`src/rtl/bxr_pkg.sv`:
```
package bxr_pkg;
  typedef struct packed {
    logic iso;
    logic to_b;
    logic ab_held;
    logic ba_held;
  } bxr_ctrl_t;
endpackage

```
`src/rtl/bxr_strobe_sync.sv`:
```
module bxr_strobe_sync #(
  parameter int STAGES = 2
) (
  input  logic clk,
  input  logic rst,
  input  logic strobe_i,
  output logic pulse_o
);
  logic [STAGES-1:0] sync_q;
  logic              prev_q;

  always_ff @(posedge clk) begin
    if (rst) begin
      sync_q <= '0;
      prev_q <= 1'b0;
    end else begin
      sync_q <= {sync_q[STAGES-2:0], strobe_i};
      prev_q <= sync_q[STAGES-1];
    end
  end

  assign pulse_o = sync_q[STAGES-1] & ~prev_q;
endmodule

```
`src/rtl/bxr_hold_reg.sv`:
```
module bxr_hold_reg #(
  parameter int W = 8
) (
  input  logic         clk,
  input  logic         rst,
  input  logic         load,
  input  logic [W-1:0] d,
  output logic [W-1:0] q
);
  always_ff @(posedge clk) begin
    if (rst)       q <= '0;
    else if (load) q <= d;
  end
endmodule

```
`src/rtl/bxr_lane_mux.sv`:
```
module bxr_lane_mux
  import bxr_pkg::*;
#(
  parameter int W = 8
) (
  input  bxr_ctrl_t    ctrl,
  input  logic [W-1:0] a_in,
  input  logic [W-1:0] b_in,
  input  logic [W-1:0] ab_q,
  input  logic [W-1:0] ba_q,
  output logic [W-1:0] a_out,
  output logic [W-1:0] b_out
);
  for (genvar i = 0; i < W; i++) begin : g_lane
    assign b_out[i] = ctrl.ab_held ? ab_q[i] : a_in[i];
    assign a_out[i] = ctrl.ba_held ? ba_q[i] : b_in[i];
  end
endmodule

```
`src/rtl/bus_xcvr_reg.sv`:
```
module bus_xcvr_reg
  import bxr_pkg::*;
#(
  parameter int W           = 8,
  parameter int SYNC_STAGES = 2
) (
  input  logic         clk,
  input  logic         rst,
  input  logic         iso,
  input  logic         to_b,
  input  logic         sel_ab_held,
  input  logic         sel_ba_held,
  input  logic         cap_ab,
  input  logic         cap_ba,
  input  logic [W-1:0] a_in,
  output logic [W-1:0] a_out,
  output logic         a_oe,
  input  logic [W-1:0] b_in,
  output logic [W-1:0] b_out,
  output logic         b_oe
);
  bxr_ctrl_t    ctrl;
  logic         ld_ab, ld_ba;
  logic [W-1:0] ab_q, ba_q;

  assign ctrl = '{iso: iso, to_b: to_b, ab_held: sel_ab_held, ba_held: sel_ba_held};

  bxr_strobe_sync #(.STAGES(SYNC_STAGES)) u_sync_ab (
    .clk(clk), .rst(rst), .strobe_i(cap_ab), .pulse_o(ld_ab));
  bxr_strobe_sync #(.STAGES(SYNC_STAGES)) u_sync_ba (
    .clk(clk), .rst(rst), .strobe_i(cap_ba), .pulse_o(ld_ba));

  bxr_hold_reg #(.W(W)) u_reg_ab (
    .clk(clk), .rst(rst), .load(ld_ab), .d(a_in), .q(ab_q));
  bxr_hold_reg #(.W(W)) u_reg_ba (
    .clk(clk), .rst(rst), .load(ld_ba), .d(b_in), .q(ba_q));

  bxr_lane_mux #(.W(W)) u_mux (
    .ctrl(ctrl), .a_in(a_in), .b_in(b_in), .ab_q(ab_q), .ba_q(ba_q),
    .a_out(a_out), .b_out(b_out));

  assign a_oe = ~rst & ~ctrl.iso & ~ctrl.to_b;
  assign b_oe = ~rst & ~ctrl.iso &  ctrl.to_b;
endmodule

```
`config.mk`:
```
export PLATFORM = sky130hd
export DESIGN_NAME = bus_xcvr_reg
export DESIGN_NICKNAME = d
export VERILOG_FILES = /design/src/rtl/bxr_pkg.sv /design/src/rtl/bxr_strobe_sync.sv /design/src/rtl/bxr_hold_reg.sv /design/src/rtl/bxr_lane_mux.sv /design/src/rtl/bus_xcvr_reg.sv
export SDC_FILE = /design/constraint.sdc
export NUM_CORES = 1
export LEC_CHECK = 0
export BUFFER_PORTS_ARGS = -buffer_cell sky130_fd_sc_hd__buf_2
export CAP_MARGIN = 20
export CORE_ASPECT_RATIO = 0.9
export CORE_MARGIN = 2
export CORE_UTILIZATION = 54
export CTS_BUF_LIST = sky130_fd_sc_hd__clkbuf_8
export DETAILED_ROUTE_END_ITERATION = 7
export HOLD_SLACK_MARGIN = 0.1
export PLACE_DENSITY = 0.86
export REMOVE_ABC_BUFFERS = 1
export SLEW_MARGIN = 20
export SYNTH_ARGS = -nofsm -noshare
export SYNTH_HDL_FRONTEND = slang
export SYNTH_SLANG_ARGS = --single-unit
export TNS_END_PERCENT = 5
```
`constraint.sdc`:
```
create_clock -name clk -period 1.68 [get_ports clk]
set_clock_uncertainty 0.2 [all_clocks]
set_input_delay 0.084 -clock clk [delete_from_list [all_inputs] [get_ports clk]]
set_output_delay 0.084 -clock clk [all_outputs]
set_load 0.1 [all_outputs]
```
==> results of run 1 <==
## power by group through the flow
stage / registers (mW) / clock network [mW] / logic [mW]
finish: 0.553 / 0.494 / 0.404
CTS: 0.553 / 0.501 / 0.402
global route: 0.555 / 0.516 / 0.419
detailed placement: 0.565 / 0 / 0.368
floorplan: 0.561 / 0 / 0.289
global placement: 0.563 / 0 / 0.362
## kinds of logic (layout without fill, tap and decap cells)
| group | Yosys count | in the layout | synth area share [%] |
|---|---|---|---|
| buffers and inverters | 6 | 65 | 2.20 |
| multiplexers | 16 | 16 | 15.9 |
| AND/OR/NAND/NOR | 42 | 42 | 30.8 |
| AO/OA/AOI/OAI | 16 | 16 | 12.3 |
| flip-flops | 22 | 22 | 38.8 |
## layer usage
layer  up-vias  wire length [um]  track usage, %
li1        493                 -               -
met3         2                87            2.50
met2        23              1420            46.8
met1       479              1170            25.6
met4         0                12            11.3
met5         -                 0               0
## state kept, by name (all words and copies together) (netlist names)
| name | count |
|---|---|
| u_reg_ba.q | 8 |
| u_sync_ab.sync_q | 2 |
| u_sync_ba.prev_q | 1 |
| u_sync_ba.sync_q | 2 |
| u_reg_ab.q | 8 |
| u_sync_ab.prev_q | 1 |
## Yosys cell counts, drive strengths merged
library cell / instances / area share, %
buf: 2 / 0.88
o21ai: 16 / 12
nand2b: 16 / 8.8
and2b: 2 / 1.8
nor2b: 6 / 3.3
nor3: 1 / 0.44
nor3b: 1 / 0.66
clkbuf: 4 / 1.3
nand4bb: 16 / 16
mux2: 16 / 16
dfxtp: 22 / 39
## placed cells by master, fill, tap and decap left out
| cell | netlist | routed |
|---|---|---|
| o21ai_2 | 16 | 16 |
| buf_2 | 2 | 41 |
| nor2b_1 | 6 | 6 |
| bufinv_16 | 0 | 1 |
| nor3_1 | 1 | 1 |
| clkbuf_8 | 0 | 3 |
| nand4bb_1 | 16 | 16 |
| nor3b_1 | 1 | 1 |
| and2b_4 | 2 | 2 |
| dlygate4sd3_1 | 0 | 18 |
| nand2b_1 | 16 | 16 |
| buf_4 | 0 | 2 |
| dfxtp_1 | 22 | 22 |
| mux2_2 | 16 | 16 |
## cell type report
type	instances	area, um^2
clock buffer	3	41.3
clock inverter	1	30.0
fill	121	338
sequential	22	440
multi-input combinational	74	671
timing repair buffer	61	400
tap	25	31.3
## how the worst max path moves through the flow
stage / start / endpoint
finish: a_in[6] / b_out[6]
detailed placement: sel_ab_held / b_out[2]
global route: a_in[6] / b_out[6]
global placement: u_sync_ba.sync_q[1] / u_reg_ba.q[4]
floorplan: rst / b_oe
CTS: b_in[6] / a_out[6]
## worst min-delay path, stage by stage
cell and delay, ns:
buf_2 0.12, buf_4 0.22, nor2b_1 0.12
==> metrics.txt, run 1 <==
clock share of power=34.1%; Hold WS=0.113 ns; largest net degree at the start of global routing=39; CP most frequent cell=buf_2; status=finished, final reports clean; WL/cell=14.5 um; Setup violations, final=0; HP Class=primary input to flip-flop; critical path's slowest cell=dlygate4sd3_1; Worst Hold Path EP=u_sync_ba.sync_q[0]; final WL=2700 um; Hold Buf Count CTS=18; Via density=5.36; crit path launch type=primary input; core area=1950 um^2; # H-tree levels=1; Sw Share=32.4%; Syn Area/Cell=11.1 um^2; Clock Latency Late Sink=0.26 ns; reg2reg end=u_reg_ba.q[3]; Top delay family on crit path=buffers and inverters; GRT Util Overall=23.6%; CP Depth=4; hold_sp=rst; critical-path maximum fanout=2; Final Hold Fails=0; DP Area=1360 um^2; die width=52.4 um; Max Clk Rate=623 MHz; CP endpoint kind=primary output; Slew @ Worst Pin=0.492 ns; GRT overflow=0; first-pass GRT wire length=4310 um; I/O pin total=42; Total Power=1.45 mW; Via Count=997; Detail Placement HPWL=1740 um; internal power=0.980 mW; register area share after synthesis=38.8%; Util after Layout=82.7%; Worst Path Required=1.40 ns; crit share post-route=95.6%; fraction of layout cells with a size suffix above 1=50.3%; Post-Synthesis Cells=102; Post-CTS Repair Setup Buffers=0; Synth cell types=11; sequential share of power=38.1%; CP Buf/Inv Count=3; post-route minimum period=1.61 ns; R2R Path Start=u_sync_ba.sync_q[1]; Layout Cells excl Fill=186; Pwr Density=899 nW/um^2; CTS Sinks=22; Die Ht=47.5 um; First DRT Iteration DRCs=8; CTS buffer count=3; Reg2Reg Setup Slack=0.45 ns; antenna-violating nets left=0; Slew headroom=67.4%; Net Sw Power=0.470 mW; hold depth=3; DRC viols=0; Pleak=0.678 nW; reg2reg path depth=2; Placed Cells=164; max cap viols=0; Die Area=2490 um^2; Antenna Cells=0; Area Overhead vs Synth=42.1%; Port Buffers=41; TritonCTS clock tree=yes; Mapped Area=1140 um^2; root cell of the clock tree=clkbuf_8; Peak supply drop=0.643 mV; Initial DRT Pass Iterations=4; PostCTS Resize Cnt=0; warnings from Yosys=0; WP data arrival=1.32 ns; worst path cell trace=dlygate4sd3_1 -> buf_2 -> mux2_2 -> buf_2; Final Max Tran Viols=0; clk buf depth=2; CP max stage delay=0.55 ns; initial core utilization=58.2%; number of global-route vias before repair=1029; RSZ-0062 raised after global routing=false; synthesis-stage register bit count=22; row cnt=15; GPL Wtd Cong=0.674; initial antenna violation count=0; Worst Path Class, Setup=primary input to primary output; TNS Setup=0 ns; Reg clk slew, reported paths=0.09 ns; Combinational Power Share=27.8%; final net count=186; final worst slack=0.0747 ns; post-place setup slack=0.458 ns; final instance area=1610 um^2
Power figures use the tool's default switching activity.
==> run 2, diff against run 1 <==
--- a/config.mk
+++ b/config.mk
@@ -9,11 +9,11 @@
 export CAP_MARGIN = 20
 export CORE_ASPECT_RATIO = 0.9
 export CORE_MARGIN = 2
-export CORE_UTILIZATION = 54
-export CTS_BUF_LIST = sky130_fd_sc_hd__clkbuf_8
+export CORE_UTILIZATION = 52
+export CTS_BUF_LIST = sky130_fd_sc_hd__clkbuf_16
 export DETAILED_ROUTE_END_ITERATION = 7
 export HOLD_SLACK_MARGIN = 0.1
-export PLACE_DENSITY = 0.86
+export PLACE_DENSITY = 0.84
 export REMOVE_ABC_BUFFERS = 1
 export SLEW_MARGIN = 20
 export SYNTH_ARGS = -nofsm -noshare
==> metrics.txt, run 2 (synthesis results as in run 1) <==
final worst slack=0.0791 ns; HP Class=primary input to flip-flop; final net count=188; CTS Sinks=22; initial core utilization=53.5%; sequential share of power=37.7%; # H-tree levels=1; Util after Layout=77.4%; GRT Util Overall=24.1%; largest net degree at the start of global routing=21; GPL Wtd Cong=0.714; row cnt=16; Antenna Cells=0; post-place setup slack=0.445 ns; grt met3 use=4.94%; root cell of the clock tree=clkbuf_16; initial antenna violation count=0; Final Max Tran Viols=0; I/O pin total=42; Setup violations, final=0; Peak supply drop=0.712 mV; R2R Path Start=u_sync_ba.prev_q; crit path launch type=primary input; Hold WS=0.142 ns; Via Count=1029; Area Overhead vs Synth=44.5%; Clock Latency Late Sink=0.25 ns; Worst Path Required=1.40 ns; GRT overflow=0; WL/cell=14.6 um; CTS buffer count=3; most frequent cells in the layout=buf_2 (41), dfxtp_1 (22), dlygate4sd3_1 (19); Max Clk Rate=625 MHz; Pwr Density=891 nW/um^2; Net Sw Power=0.479 mW; TNS Setup=0 ns; Via density=5.42; biggest regs=u_reg_ab.q x8, u_reg_ba.q x8; die width=53.3 um; Slew headroom=67.6%; Detail Placement HPWL=1720 um; Placed Cells=167; reg2reg end=u_reg_ba.q[6]; CP endpoint kind=primary output; TritonCTS clock tree=yes; WP data arrival=1.32 ns; hold_sp=rst; max cap viols=0; First DRT Iteration DRCs=16; reg2reg path depth=2; number of global-route vias before repair=995; RSZ-0062 raised after global routing=false; internal power=0.983 mW; antenna-violating nets left=0; clk buf depth=2; Hold Buf Count CTS=19; critical-path maximum fanout=2; Slew @ Worst Pin=0.490 ns; Final Hold Fails=0; Die Ht=48.3 um; Worst Hold Path EP=u_reg_ba.q[5]; Pleak=0.690 nW; final WL=2780 um; core area=2120 um^2; clock share of power=34.3%; met1 Use GR=31.8%; Initial DRT Pass Iterations=4; Reg clk slew, reported paths=0.06 ns; crit share post-route=95.3%; PostCTS Resize Cnt=0; hold depth=3; global routing usage on met2=40.1%; Reg2Reg Setup Slack=0.51 ns; DRC viols=0; first-pass GRT wire length=4690 um; status=finished, final reports clean; Combinational Power Share=28.1%; Post-CTS Repair Setup Buffers=0; post-route minimum period=1.60 ns; Port Buffers=41; fraction of layout cells with a size suffix above 1=49.7%; GR peak layer=met2; Layout Cells excl Fill=190; Sw Share=32.8%; Worst Path Class, Setup=primary input to primary output; Fillers=131; Die Area=2580 um^2; commonest non-fill, non-tap cell in the layout=buf_2
==> run 2: cell type report <==
| class | count | area, um^2 | share of cell area [%] |
|---|---|---|---|
| clock buffer | 3 | 75.1 | 4.57 |
| multi-input combinational | 74 | 671 | 40.9 |
| tap | 27 | 33.8 | 2.06 |
| clock inverter | 1 | 3.75 | 0.229 |
| timing repair buffer | 63 | 418 | 25.5 |
| sequential | 22 | 440 | 26.8 |
==> run 2: routing by layer <==
| layer | part of all wire (%) | vias up |
|---|---|---|
| met5 | 0 | - |
| met4 | 0.86 | 0 |
| met3 | 4.2 | 5 |
| met2 | 51 | 29 |
| met1 | 44 | 496 |
| li1 | - | 499 |
==> run 2: stage by stage <==
step	cell area [um^2]	total power, mW
after detailed placement	1370	0.934
after floorplan	1110	0.850
after global placement	1370	0.928
after CTS	1640	1.47
after global routing	1640	1.52
final	1640	1.46
==> run 2: worst max-delay path, cell delays in order <==
cell and delay [ns]:
dlygate4sd3_1 0.55, buf_2 0.13, mux2_2 0.26, buf_2 0.29
==> run 2: power groups by stage <==
stage / sequential, mW / clock, mW / combinational [mW]
6_report: 0.551 / 0.501 / 0.410
4_1_cts: 0.551 / 0.511 / 0.408
5_1_grt: 0.553 / 0.540 / 0.425
3_3_place_gp: 0.561 / 0 / 0.366
2_1_floorplan: 0.561 / 0 / 0.289
3_5_place_dp: 0.562 / 0 / 0.372
==> run 2: worst max-delay path by stage <==
stage	endpoint	from	slack (ns)
floorplan	b_oe	rst	-0.90
global placement	b_out[2]	sel_ab_held	0.47
detailed placement	b_oe	rst	0.44
CTS	b_out[5]	a_in[5]	0.1
global route	a_out[5]	b_in[5]	0.07
finish	b_out[2]	a_in[2]	0.08
==> run 3, diff against run 2 <==
--- a/config.mk
+++ b/config.mk
@@ -7,7 +7,7 @@
 export LEC_CHECK = 0
 export BUFFER_PORTS_ARGS = -buffer_cell sky130_fd_sc_hd__buf_2
 export CAP_MARGIN = 20
-export CORE_ASPECT_RATIO = 0.9
+export CORE_ASPECT_RATIO = 1.2
 export CORE_MARGIN = 2
 export CORE_UTILIZATION = 52
 export CTS_BUF_LIST = sky130_fd_sc_hd__clkbuf_16
==> metrics.txt, run 3 (synthesis results as in run 1) <==
TritonCTS clock tree=yes; reg2reg end=u_reg_ba.q[4]; RSZ-0062 raised after global routing=false; Pwr Density=872 nW/um^2; hold_sp=rst; GRT overflow=0; Port Buffers=41; Fillers=132; Worst Path Required=1.40 ns; antenna-violating nets left=0; first-pass GRT wire length=4450 um; critical path's slowest cell=dlygate4sd3_1; CP most frequent cell=buf_2; DP Area=1370 um^2; fraction of layout cells with a size suffix above 1=48.8%; CTS Sinks=22; Detail Placement HPWL=1670 um; Post-CTS Repair Setup Buffers=0; WP data arrival=1.30 ns; Die Ht=55.2 um; post-route minimum period=1.58 ns; Final Hold Fails=0; GRT Util Overall=23.1%; Final Max Tran Viols=0; CTS buffer count=3; worst path cell trace=dlygate4sd3_1 -> buf_2 -> mux2_2 -> buf_2; row cnt=18; die width=46.7 um; First DRT Iteration DRCs=20; HP Class=primary input to flip-flop; R2R Path Start=u_sync_ba.prev_q; WL/cell=14.2 um; Util after Layout=81.0%; I/O pin total=42; Worst Hold Path EP=u_sync_ba.prev_q; final worst slack=0.0957 ns; final WL=2780 um; internal power=0.986 mW; Clock Latency Late Sink=0.25 ns; status=finished, final reports clean; Initial DRT Pass Iterations=4; Total Power=1.46 mW; hold depth=3; Peak supply drop=0.787 mV; biggest regs=u_reg_ab.q x8, u_reg_ba.q x8; crit share post-route=94.3%; Max Clk Rate=631 MHz; Area Overhead vs Synth=47.8%; Worst Path Class, Setup=primary input to primary output; Via density=5.22; DRC viols=0; CP endpoint kind=primary output; Die Area=2580 um^2; Reg clk slew, reported paths=0.06 ns; root cell of the clock tree=clkbuf_16; Via Count=1023; Slew headroom=67.3%; initial antenna violation count=0; final instance area=1680 um^2; Antenna Cells=0; number of global-route vias before repair=991; sequential share of power=37.9%; Hold WS=0.159 ns; GPL Wtd Cong=0.730; commonest non-fill, non-tap cell in the layout=buf_2; Slew @ Worst Pin=0.494 ns; crit path launch type=primary input; most frequent cells in the layout=buf_2 (41), dlygate4sd3_1 (23), dfxtp_1 (21); Sw Share=32.7%; Setup violations, final=0; clk buf depth=2; max cap viols=0; Top delay family on crit path=buffers and inverters; initial core utilization=54.8%; reg2reg path depth=3; largest net degree at the start of global routing=30; critical-path maximum fanout=2; core area=2070 um^2; post-place setup slack=0.435 ns; CP Buf/Inv Count=3; # H-tree levels=1; final net count=191; CP max stage delay=0.52 ns; clock share of power=34.1%; Reg2Reg Setup Slack=0.1 ns; Net Sw Power=0.478 mW; Combinational Power Share=28.0%; Pleak=0.699 nW
==> run 3: per-stage QoR <==
step,std cells,setup TNS [ns]
after detailed placement,169,0
after CTS,196,0
after global placement,169,0
final,196,0
after global routing,196,0
after floorplan,96,-1.69
==> run 3: how the worst max path moves through the flow <==
stage	from	to	slack [ns]	depth (start not counted)
5_1_grt	u_sync_ba.prev_q	u_reg_ba.q[4]	0.04	3
3_5_place_dp	u_sync_ba.sync_q[1]	u_reg_ba.q[7]	0.44	2
3_3_place_gp	u_sync_ba.sync_q[1]	u_reg_ba.q[4]	0.47	2
2_1_floorplan	rst	b_oe	-0.90	1
6_report	a_in[0]	b_out[0]	0.1	4
4_1_cts	a_in[0]	b_out[0]	0.10	4
==> run 3: repair_timing <==
item / in CTS / in global routing
hold buffers: 23 / 0
hold endpoints to repair: 20 / 0
endpoints found under the setup margin: 0 / 1
gates resized for setup: 0 / 1
==> run 3: routing by layer <==
metal / wire, um / track usage (%)
met5: 0 / 0
met4: 58 / 7.14
met3: 100 / 2.94
met2: 1400 / 38.7
met1: 1220 / 29.8
==> run 3: cell type report <==
class | instances | area (um^2) | area share [%]
tap | 30 | 37.5 | 2.24
multi-input combinational | 74 | 671 | 39.9
clock buffer | 3 | 75.1 | 4.47
sequential | 22 | 442 | 26.3
timing repair buffer | 66 | 450 | 26.8
clock inverter | 1 | 3.75 | 0.224
==> run 3: power by group through the flow <==
stage	Combinational (mW)	Sequential (mW)	Clock, mW
after floorplan	0.289	0.561	0
after global placement	0.362	0.563	0
after detailed placement	0.368	0.565	0
after CTS	0.407	0.554	0.503
after global routing	0.427	0.556	0.521
final	0.410	0.554	0.500
==> run 3: worst register-to-register path, cell delays in order, from the launching register on <==
cell and delay [ns]:
dfxtp_1 0.46, nand4bb_1 0.17, dlygate4sd3_1 0.58, o21ai_2 0.05
